$ cat config.mk
export PLATFORM = sky130hd
export DESIGN_NAME = dual_motor_pwm
export DESIGN_NICKNAME = d
export VERILOG_FILES = /design/src/rtl/dual_motor_pwm.sv
export SDC_FILE = /design/constraint.sdc
export NUM_CORES = 1
export LEC_CHECK = 0
export BUFFER_PORTS_ARGS = -buffer_cell sky130_fd_sc_hd__buf_2
export CAP_MARGIN = 20
export CORE_UTILIZATION = 65
export DETAILED_ROUTE_END_ITERATION = 7
export PLACE_DENSITY = 0.89
export SYNTH_ARGS = -nofsm -noshare
export SYNTH_HDL_FRONTEND = slang
export SYNTH_SLANG_ARGS = --single-unit
$ cat constraint.sdc
create_clock -name clk -period 3.7 [get_ports clk]
set_input_delay 0.925 -clock clk [delete_from_list [all_inputs] [get_ports clk]]
set_output_delay 0.925 -clock clk [all_outputs]
set_load 0.01 [all_outputs]
$ cat src/rtl/dual_motor_pwm.sv
`timescale 1ns/1ps
module dual_motor_pwm #(
  parameter int CW       = 8,
  parameter int PRESCALE = 8,
  parameter int MOTORS   = 2,
  parameter int SEL_W    = 1
) (
  input  logic                  clk,
  input  logic                  rst_n,
  input  logic                  cmd_valid,
  input  logic [SEL_W-1:0]      cmd_motor,
  input  logic                  cmd_dir,
  input  logic [CW-1:0]         cmd_speed,
  output logic [2*MOTORS-1:0]   ctl_line
);
  localparam int PW = $clog2(PRESCALE);
  localparam logic [CW-1:0] TOP = '1;

  logic [PW-1:0] pre_q;
  logic          tick;
  logic [MOTORS-1:0][CW-1:0]   cnt_all;
  logic [2*MOTORS-1:0][CW-1:0] act_all;
  logic [MOTORS-1:0]           wrap;

  assign tick = (pre_q == PW'(PRESCALE - 1));

  always_ff @(posedge clk) begin
    if (!rst_n || tick) pre_q <= '0;
    else                pre_q <= pre_q + 1'b1;
  end

  for (genvar m = 0; m < MOTORS; m++) begin : g_motor
    logic [CW-1:0]       cnt;
    logic [1:0][CW-1:0]  shd, act;
    logic [1:0]          lv;
    logic                hit;

    assign hit        = cmd_valid && (cmd_motor == SEL_W'(m));
    assign wrap[m]    = tick && (cnt == TOP);
    assign cnt_all[m] = cnt;
    assign act_all[2*m]   = act[0];
    assign act_all[2*m+1] = act[1];
    assign ctl_line[2*m +: 2] = lv;

    always_ff @(posedge clk) begin
      if (!rst_n)    cnt <= '0;
      else if (tick) cnt <= cnt + 1'b1;
    end

    always_ff @(posedge clk) begin
      if (!rst_n) begin
        shd <= '0;
      end else if (hit) begin
        shd[0] <= cmd_dir ? '0 : cmd_speed;
        shd[1] <= cmd_dir ? cmd_speed : '0;
      end
    end

    always_ff @(posedge clk) begin
      if (!rst_n)       act <= '0;
      else if (wrap[m]) act <= shd;
    end

    always_ff @(posedge clk) begin
      if (!rst_n) lv <= 2'b11;
      else        lv <= {cnt > act[1], cnt > act[0]};
    end
  end
endmodule


# [Word level (Yosys, flattened, before mapping)]
# Cells that the tools add are included.
[word_totals] regBits=87 input_bits=13
[classes] n_addsub=3 n_lt_le_gt_ge=4 eq_ne=3 mux=2 n_bitwise=1 reduce_logical=6
[ops] op="$gt 8x8->1" n=4
[ops] op="$add 8x1->8 const B" n=2
[ops] op="$eq 8x8->1 const B" n=2
[ops] op="$mux 8" n=2
[ops] op="$logic_and 1x1->1" n=4
[ops] op="$add 3x1->3 const B" n=1
[ops] op="$eq 3x3->1 const B" n=1
[ops] op="$logic_not 1->1" n=1
[ops] op="$logic_or 1x1->1" n=1
[ops] op="$not 1->1" n=1

# [Logic depth before layout (Yosys ltp)]
# Gate-level depths: netlist (run 1).
[logic_depth] depth_word=2 mapped_depth=7 depth_no_buf=6

# [Worst setup path after synthesis (run 1)]
# No wires, ideal clock.
[synth_path] path_kind="input port to flip-flop" from="input port cmd_valid" to="register g_motor[1].shd[13] (netlist bit)" setup_ns=0.076 arrival_time_ns=1.556 required_time_ns=3.624 slack_ns=2.069 path_stages=5 cell_sequence="and2_1 clkbuf_2 buf_2 nand3_1 a21boi_0"
[synth_between] elab_chain_cells=1
[synth_rtl] element="start, declared" line_no="10" source="input logic cmd_valid,"
[synth_rtl] element="$logic_and 1x1->1" line_no="38" source="assign hit = cmd_valid && (cmd_motor == SEL_W'(m));"
[synth_rtl] element="end, declared" line_no="34" source="logic [1:0][CW-1:0] shd, act;"
# Every way passes these cells.
# A chain may end at the register's enable or synchronous reset.

# [Worst setup path after layout (run 1)]
[layout_path] from="register pre_q[0]" to="register g_motor[1].act, in the netlist act_all[18]"
[layout_between] elab_chain_cells=2
[layout_rtl] element="start, declared" line_no="19" source="logic [PW-1:0] pre_q;"
[layout_rtl] element="start signal, assigned" line_no="29" source="else pre_q <= pre_q + 1'b1;"
[layout_rtl] element="$eq 3x3->1" line_no="25" source="assign tick = (pre_q == PW'(PRESCALE - 1));"
[layout_rtl] element="$logic_and 1x1->1" line_no="39" source="assign wrap[m] = tick && (cnt == TOP);"
[layout_rtl] element="end signal, assigned" line_no="60" source="if (!rst_n) act <= '0;"
[layout_rtl] element="end signal, assigned" line_no="61" source="else if (wrap[m]) act <= shd;"
[layout_rtl] element="end, declared" line_no="34"
# Every way passes these cells.

==> impl_metrics.env, run 1 <==
export IMPL_fin_crit_sh_pct=66.50
export IMPL_yosys_warnings=0
export IMPL_crit_buf_inv=0
export IMPL_cp_startpoint="pre_q[0]"
export IMPL_cts_hold_buf=0
export IMPL_arrival_ns=2.73
export IMPL_place_hpwl_mm=5.659
export IMPL_finalSetupViolations=0
export IMPL_slew_headroom_pct=33.44
export IMPL_cts_inserted_buffers=9
export IMPL_min_to="pre_q[0]"
export IMPL_die_height_um=82.04
export IMPL_ys_ff_latch=87
export IMPL_hold_ws_ns=0.4259
export IMPL_synth_flop_cell="dfxtp_1"
export IMPL_hold_viol_final=0
export IMPL_powerDensity_mw_per_mm2=396.4
export IMPL_cts_buffer_depth=2
export IMPL_synth_xor_area_share_pct=2.103
export IMPL_synthMuxAreaShare_pct=0.4808
export IMPL_min_path_cells=1
export IMPL_rsz0062_at_grt="no"
export IMPL_syn2layout_area_growth_pct=6.941
export IMPL_io_buffers=16
export IMPL_drtIter0Drc=176
export IMPL_core_region_area_mm2=0.006061
export IMPL_postLayoutCoreUtil_pct=73.47
export IMPL_drc=0
export IMPL_initial_core_util_pct=68.70
export IMPL_critPathMaxStageDelay_ns=0.81
export IMPL_dieWidth_um=82.04
export IMPL_synth_fa_ha_area_share_pct=10.82
export IMPL_ys_types=32
export IMPL_vias_per_cell=5.755
export IMPL_clock_skew_ns=0.01010
export IMPL_synth_top_family_by_area="simple AND/OR/NAND/NOR gates"
export IMPL_finalMaxSlewViolations=0
export IMPL_die_area_mm2=0.006731
export IMPL_min_from="pre_q[0]"
export IMPL_max_freq_ghz=0.4064
export IMPL_yosysMostFrequentCell="nand2_1"
export IMPL_antenna_cells=0
export IMPL_cp_num_cells=6
export IMPL_std_cell_rows=28
export IMPL_required_ns=3.97
export IMPL_crit_path_start_kind="flip-flop"
export IMPL_synthesis_nets=544
export IMPL_cts_tree="done"
export IMPL_vdd_drop_max_uv=384.2
export IMPL_gp_congestion=0.8370
export IMPL_reg2reg_to="act_all[18]"
export IMPL_post_cts_setup_buffer_count=0
export IMPL_clk_pin_slew_ns=0.08
export IMPL_status="finished clean"
export IMPL_cpMaxStageDelayCell="nor2_2"
export IMPL_grt_pass1_wl_mm=14.12
export IMPL_nets=545
export IMPL_crit_fanout=32
export IMPL_setup_ws_ns=1.239
export IMPL_vias=3309
export IMPL_r2r_cells=6
export IMPL_grt_usage_pct=27.63
export IMPL_synth_area_leaders="dfxtp_1 (42%), ha_1 (11%), nand2_1 (8.2%)"
export IMPL_fin_cells=575
export IMPL_path_delay_family="simple AND/OR/NAND/NOR gates"
export IMPL_fin_crit_ns=2.461
export IMPL_ys_async_sr_fraction_pct=0
export IMPL_synth_seq_area_share_pct=41.83
export IMPL_maxCapViolCount=0
export IMPL_clk_latency_ns=0.36
export IMPL_synthTopCellsByCount="nand2_1 (91), dfxtp_1 (87), nand3_1 (52)"
export IMPL_root_buffer="clkbuf_8"
export IMPL_grt_max_degree=54
export IMPL_hp_class="flip-flop to flip-flop"
export IMPL_dr_pass1_iters=4
export IMPL_io_pins=17
export IMPL_yosysTopAreaCellShare_pct=41.83
export IMPL_place_inst=559
export IMPL_critPathKind="flip-flop to flip-flop"
export IMPL_ant_nets=0
export IMPL_grt_pass1_vias=3036
export IMPL_drive_above_1_share_pct=8.200
export IMPL_avgSynthCellArea_um2=8.412
export IMPL_wire_per_inst_um=14.16
export IMPL_synth_area_mm2=0.004164
export IMPL_tightest_slew_ns=0.9973
export IMPL_antenna_found_initial=0
export IMPL_synth_top_area_cell="dfxtp_1"
export IMPL_dp_slack_ns=1.259
export IMPL_cts_sinks=87
export IMPL_r2r_start="pre_q[0]"
export IMPL_syn_inst=495
export IMPL_synth_edff_count=0
export IMPL_ff2ff_setup_slack_ns=1.24
export IMPL_end_kind="flip-flop"
export IMPL_yosys_area_share_simple_pct=23.68
export IMPL_synth_compound_area_share_pct=14.54
export IMPL_crit_chain="ha_1 > ha_1 > nand4_1 > nor2_2 > nand3_1 > o21ai_0"
export IMPL_finalSetupTns_ns=0
export IMPL_grt_overflow=0
export IMPL_p_leak_uw=0.001669
export IMPL_crit_top_cell="ha_1"
export IMPL_cts_resized=0
export IMPL_htree_levels=3
export IMPL_drt_total_wl_mm=8.141
cells in the final DEF, fill, tap and decap left out, types with 2 or more instances in the layout:
cell type / count
a21boi_0: 33
a21boi_1: 3
a21o_1: 4
a21oi_1: 8
a41oi_1: 4
and2_1: 11
and3_2: 2
and3b_2: 2
buf_2: 16
bufinv_16: 2
clkbuf_8: 9
dfxtp_1: 87
ha_1: 36
inv_1: 34
inv_6: 2
mux2i_1: 2
nand2_1: 91
nand3_1: 52
nand4_1: 11
nor2_2: 2
nor2b_1: 19
nor3_1: 4
o21ai_0: 39
o21bai_1: 4
or3_1: 4
xnor2_1: 8
xor2_1: 2
through the flow:
step	instance area, um^2	power [uW]
2_1_floorplan	4164	1037
3_3_place_gp	4220	1057
3_5_place_dp	4220	1061
4_1_cts	4438	1767
5_1_grt	4453	1823
6_report	4453	1765
worst reg2reg max path, delay by kind of cell, from the launching register on:
kind | cells | cell delay [ns]
simple gates | 3 | 1.24
fa+ha+maj | 2 | 0.68
flops | 1 | 0.34
compound gates | 1 | 0.13
layer usage:
layer	track usage, %	wire (um)	vias to the layer above
met5	0	0	-
met4	8.772	153	0
met3	5.667	291	16
met1	37.07	3857	1554
met2	44.30	3839	61
li1	-	-	1678
final cells by class:
class | instances | area (um^2)
Sequential cell | 87 | 1742
Clock buffer | 9 | 123.9
Multi-Input combinational cell | 345 | 2150
Tap cell | 75 | 93.84
Timing Repair Buffer | 19 | 122.6
Fill cell | 429 | 1608
Inverter | 34 | 127.6
Clock inverter | 6 | 93.84
power by group:
group          internal, uW  leakage, uW  switching, uW
combinational          29.3     0.000858           52.3
clock                   382     0.000106            343
sequential              951     0.000705           7.30
worst max-delay path by stage:
stage                               to  slack (ns)
detailed placement          act_all[1]        1.26
global route               act_all[16]        0.98
global placement           act_all[13]        1.42
finish                     act_all[18]        1.24
CTS                        act_all[11]        1.25
floorplan           g_motor[1].shd[13]        2.07
kinds of logic after synthesis:
| kind of cell | after synthesis |
|---|---|
| buffers and inverters | 63 |
| and+or+nand+nor | 201 |
| adders and majority gates | 36 |
| AOI/OAI and AO/OA | 96 |
| xor gates and xnor gates | 10 |
| muxes | 2 |
| DFF | 87 |
registers in the layout, summed over array words and instances (netlist names):
signal	count
g_motor.cnt	16
g_motor.lv	4
act_all	32
pre_q	3
g_motor.shd	32
No activity file was read; power rests on OpenSTA's default activity.
==> inputs of run 2 (changes only) <==
- CORE_UTILIZATION: 65 -> 55
- PLACE_DENSITY: 0.89 -> 0.81
- clock period: 3.7 -> 2 ns (I/O delays scaled with it)
==> run 2 against run 1 <==
Net effect: combinational power rose by 86%; clock skew rose by 0.0031 ns; via count fell by 1.5%; largest power group unchanged; sequential power rose by 85%.
==> impl_metrics.env, run 2 (synthesis gave the netlist of run 1 again) <==
export IMPL_wire_per_inst_um=13.07
export IMPL_fin_crit_sh_pct=84.30
export IMPL_max_freq_ghz=0.5931
export IMPL_dieWidth_um=89.01
export IMPL_antenna_cells=0
export IMPL_p_seq_share_pct=58.4
export IMPL_grt_max_degree=56
export IMPL_fillers=671
export IMPL_slew_headroom_pct=60.38
export IMPL_ff2ff_setup_slack_ns=0.31
export IMPL_grt_usage_pct=22.48
export IMPL_cts_inserted_buffers=9
export IMPL_crit_path_start_kind="flip-flop"
export IMPL_drt_total_wl_mm=7.909
export IMPL_critPathKind="flip-flop to flip-flop"
export IMPL_vias=3259
export IMPL_grt_pass1_vias=3059
export IMPL_hold_ws_ns=0.4288
export IMPL_root_buffer="clkbuf_8"
export IMPL_tightest_slew_ns=0.5943
export IMPL_cts_sinks=87
export IMPL_io_buffers=16
export IMPL_hp_class="flip-flop to flip-flop"
export IMPL_drtIter0Drc=104
export IMPL_die_height_um=89.01
export IMPL_syn2layout_area_growth_pct=7.813
export IMPL_grt_pass1_wl_mm=13.59
export IMPL_swShare_pct=24.73
export IMPL_required_ns=2.29
export IMPL_antenna_found_initial=0
export IMPL_placed_area_mm2=0.004308
export IMPL_die_area_mm2=0.007923
export IMPL_finalSetupTns_ns=0
export IMPL_initial_core_util_pct=57.10
export IMPL_clk_pin_slew_ns=0.09
export IMPL_ant_nets=0
export IMPL_end_kind="flip-flop"
export IMPL_place_inst=589
export IMPL_clock_skew_ns=0.01317
export IMPL_arrival_ns=1.98
export IMPL_powerDensity_mw_per_mm2=676.7
export IMPL_drc=0
export IMPL_finalSetupViolations=0
export IMPL_final_common_cell="nand2_1"
export IMPL_pwr_share_clk_pct=36.6
export IMPL_dr_pass1_iters=5
export IMPL_io_pins=17
export IMPL_fin_cells=605
export IMPL_finalMaxSlewViolations=0
export IMPL_htree_levels=3
export IMPL_vdd_drop_max_uv=494.3
export IMPL_drive_above_1_share_pct=9.289
export IMPL_core_region_area_mm2=0.007292
export IMPL_pwr_share_comb_pct=5.0
export IMPL_cts_tree="done"
export IMPL_stdcell_area_mm2=0.004489
export IMPL_rsz0062_at_grt="no"
export IMPL_status="finished clean"
export IMPL_final_cell_mix="nand2_1 (91), dfxtp_1 (87), nand3_1 (52), o21ai_0 (39), ha_1 (35)"
export IMPL_intPower_uw=2286
export IMPL_nets=550
export IMPL_crit_fanout=12
export IMPL_maxCapViolCount=0
export IMPL_grt_overflow=0
export IMPL_cts_buffer_depth=2
export IMPL_p_switching_uw=751.3
export IMPL_gp_congestion=0.8057
export IMPL_std_cell_rows=31
export IMPL_hold_viol_final=0
export IMPL_p_leak_uw=0.001674
export IMPL_vias_per_cell=5.387
export IMPL_fin_crit_ns=1.686
export IMPL_place_hpwl_mm=5.809
export IMPL_clk_latency_ns=0.36
[run 2: through the flow]
| step | setup slack (ns) | utilization, % | power, uW |
|---|---|---|---|
| 2_1_floorplan | 0.5837 | - | 1918 |
| 3_3_place_gp | 0.2793 | 59.08 | 1961 |
| 3_5_place_dp | 0.1301 | 59.08 | 1966 |
| 4_1_cts | 0.1371 | 61.53 | 3066 |
| 5_1_grt | 0.1632 | 61.56 | 3169 |
| 6_report | 0.3140 | 61.56 | 3038 |
[run 2: per-layer routing]
layer / wire (um) / vias to the layer above / share of wire, % / GRT usage (%)
met5: 0 / - / 0 / 0
met4: 146 / 0 / 1.8 / 10.10
met3: 280 / 14 / 3.5 / 4.063
met2: 3700 / 56 / 47 / 36.01
met1: 3782 / 1504 / 48 / 29.77
li1: - / 1685 / - / -
[run 2: final timing paths]
kind	from	endpoint	depth (start not counted)
setup / recovery	pre_q[0]	g_motor[1].cnt[7]	5
setup reg to reg	pre_q[0]	g_motor[1].cnt[7]	5
hold / removal	pre_q[0]	pre_q[0]	1
hold reg to reg	pre_q[0]	pre_q[0]	1
[run 2: area by class of cell]
type / count / area, um^2 / area share, %
repair buffers: 24 / 165.2 / 3.679
well taps: 99 / 123.9 / 2.759
inverters: 34 / 127.6 / 2.843
flip-flops and latches: 87 / 1742 / 38.80
multi-input cells: 345 / 2152 / 47.94
clock buffers: 10 / 127.6 / 2.843
clock inverters: 6 / 51.30 / 1.143
[run 2: timing repair]
item                       4_1_cts  5_1_grt
hold buffers                     0        0
gates resized for setup          0        1
buffers inserted                 0        0
setup endpoints to repair        0        4
[run 2: worst max-delay path, stage by stage, from the launching register on]
cell and delay (ns):
dfxtp_1 0.34, ha_1 0.15, ha_2 0.34, nand4_1 0.23, or3_1 0.40, a21boi_1 0.16
[run 2: power groups by stage]
stage	combinational (uW)	sequential (uW)	clock (uW)
detailed placement	152	1810	0
finish	152	1770	1110
CTS	153	1770	1140
floorplan	105	1810	0
global placement	147	1810	0
global route	173	1780	1220
==> inputs of run 3 (changes only) <==
- clock period: 2 -> 1.4 ns (I/O delays scaled with it)
==> run 3 against run 2 <==
Net effect: the flow now finishes with violations (negative setup slack); count of clock-buffer cells in the layout decreased by 1; combinational power grew 58%; hold slack lost 0.13 ns; largest power group unchanged; sequential share of layout area fell by 1.4 points; critical path depth is the same; cell count increased by 1.3%.
==> impl_metrics.env, run 3 (synthesis gave the netlist of run 1 again) <==
export IMPL_required_ns=1.68
export IMPL_violations="negative setup slack"
export IMPL_gp_congestion=0.8112
export IMPL_rsz0062_at_grt="yes"
export IMPL_r2r_cells=5
export IMPL_tightest_slew_ns=0.6196
export IMPL_htree_levels=3
export IMPL_crit_path_start_kind="flip-flop"
export IMPL_slew_headroom_pct=58.70
export IMPL_clk_pin_slew_ns=0.09
export IMPL_die_area_mm2=0.007923
export IMPL_cts_inserted_buffers=9
export IMPL_final_common_cell="nand2_1"
export IMPL_setup_ws_ns=-0.01716
export IMPL_die_height_um=89.01
export IMPL_dr_pass1_iters=4
export IMPL_fin_crit_sh_pct=101.2
export IMPL_hp_class="input pin to flip-flop"
export IMPL_cts_tree="done"
export IMPL_syn2layout_area_growth_pct=13.10
export IMPL_cts_buffer_depth=2
export IMPL_status="finished, violations left"
export IMPL_vdd_drop_max_uv=641.7
export IMPL_final_cell_mix="nand2_1 (91), dfxtp_1 (73), nand3_1 (50), inv_1 (34), a21boi_0 (32)"
export IMPL_vias_per_cell=5.442
export IMPL_placed_area_mm2=0.004388
export IMPL_place_inst=596
export IMPL_fin_cells=613
export IMPL_wire_per_inst_um=13.59
export IMPL_p_leak_uw=0.001747
export IMPL_place_hpwl_mm=5.697
export IMPL_drt_total_wl_mm=8.333
export IMPL_drive_above_1_share_pct=16.15
export IMPL_critPathKind="flip-flop to flip-flop"
export IMPL_cts_hold_buf=0
export IMPL_hold_ws_ns=0.2971
export IMPL_postLayoutCoreUtil_pct=64.58
export IMPL_finalSetupViolations=4
export IMPL_core_region_area_mm2=0.007292
export IMPL_powerDensity_mw_per_mm2=933.2
export IMPL_vias=3336
export IMPL_grt_pass1_wl_mm=13.66
export IMPL_nets=559
export IMPL_crit_fanout=8
export IMPL_cts_sinks=87
export IMPL_fin_crit_ns=1.417
export IMPL_finalMaxSlewViolations=0
export IMPL_maxCapViolCount=0
export IMPL_std_cell_rows=31
export IMPL_arrival_ns=1.70
export IMPL_antenna_found_initial=0
export IMPL_dieWidth_um=89.01
export IMPL_grt_max_degree=53
export IMPL_io_buffers=16
export IMPL_root_buffer="clkbuf_8"
export IMPL_clock_skew_ns=0.01209
export IMPL_antenna_cells=0
export IMPL_max_freq_ghz=0.7056
export IMPL_initial_core_util_pct=57.10
export IMPL_end_kind="flip-flop"
export IMPL_dp_slack_ns=-0.1437
export IMPL_grt_usage_pct=22.47
export IMPL_io_pins=17
export IMPL_hold_viol_final=0
export IMPL_min_path_cells=3
export IMPL_ant_nets=0
export IMPL_drtIter0Drc=153
export IMPL_stdcell_area_mm2=0.004710
export IMPL_grt_pass1_vias=2977
export IMPL_clk_latency_ns=0.35
export IMPL_drc=0
export IMPL_grt_overflow=0
[run 3: final timing paths]
kind,from,slack [ns],end
max,pre_q[1],-0.02,g_motor[1].cnt[7]
min,cmd_speed[0],0.30,g_motor[0].shd[8]
max reg2reg,pre_q[1],-0.02,g_motor[1].cnt[7]
min reg2reg,g_motor[0].shd[5],0.45,act_all[5]
[run 3: critical path: stages, from the launching register on]
cell and delay, ns:
dfxtp_2 0.35, ha_4 0.14, ha_4 0.18, nand4_1 0.18, or3_1 0.36, a21boi_1 0.13
[run 3: area by class of cell]
type / instances / area, um^2
clock buffer: 9 / 123.9
fill: 633 / 2582
inverter: 34 / 127.6
timing repair buffer: 33 / 257.7
multi-input combinational: 345 / 2263
clock inverter: 6 / 51.30
sequential: 87 / 1762
tap: 99 / 123.9
[run 3: metal layers]
metal	wire, um	up-vias	global-route usage, %
met4	128	0	7.792
met3	295	12	3.970
met5	0	-	0
met1	3907	1562	30.43
li1	-	1699	-
met2	4002	63	36.36
[run 3: what timing repair did]
action                                  4_1_cts  5_1_grt
gates cloned                                  0        0
buffers inserted                              1        1
pin swaps                                     7        8
gates resized for setup                      16       26
endpoints found under the setup margin       43       43
[run 3: where the power goes]
part | switching [uW] | internal (uW)
clock network | 956 | 664
logic | 142 | 98.8
registers | 21.6 | 2510
total | 1120 | 3280
[run 3: per-stage QoR]
stage                 TNS, ns  power [uW]
floorplan                   0        2740
global placement      -0.2531        2812
detailed placement     -2.302        2818
CTS                 -0.002675        4401
global route           -1.686        4551
finish               -0.03305        4395
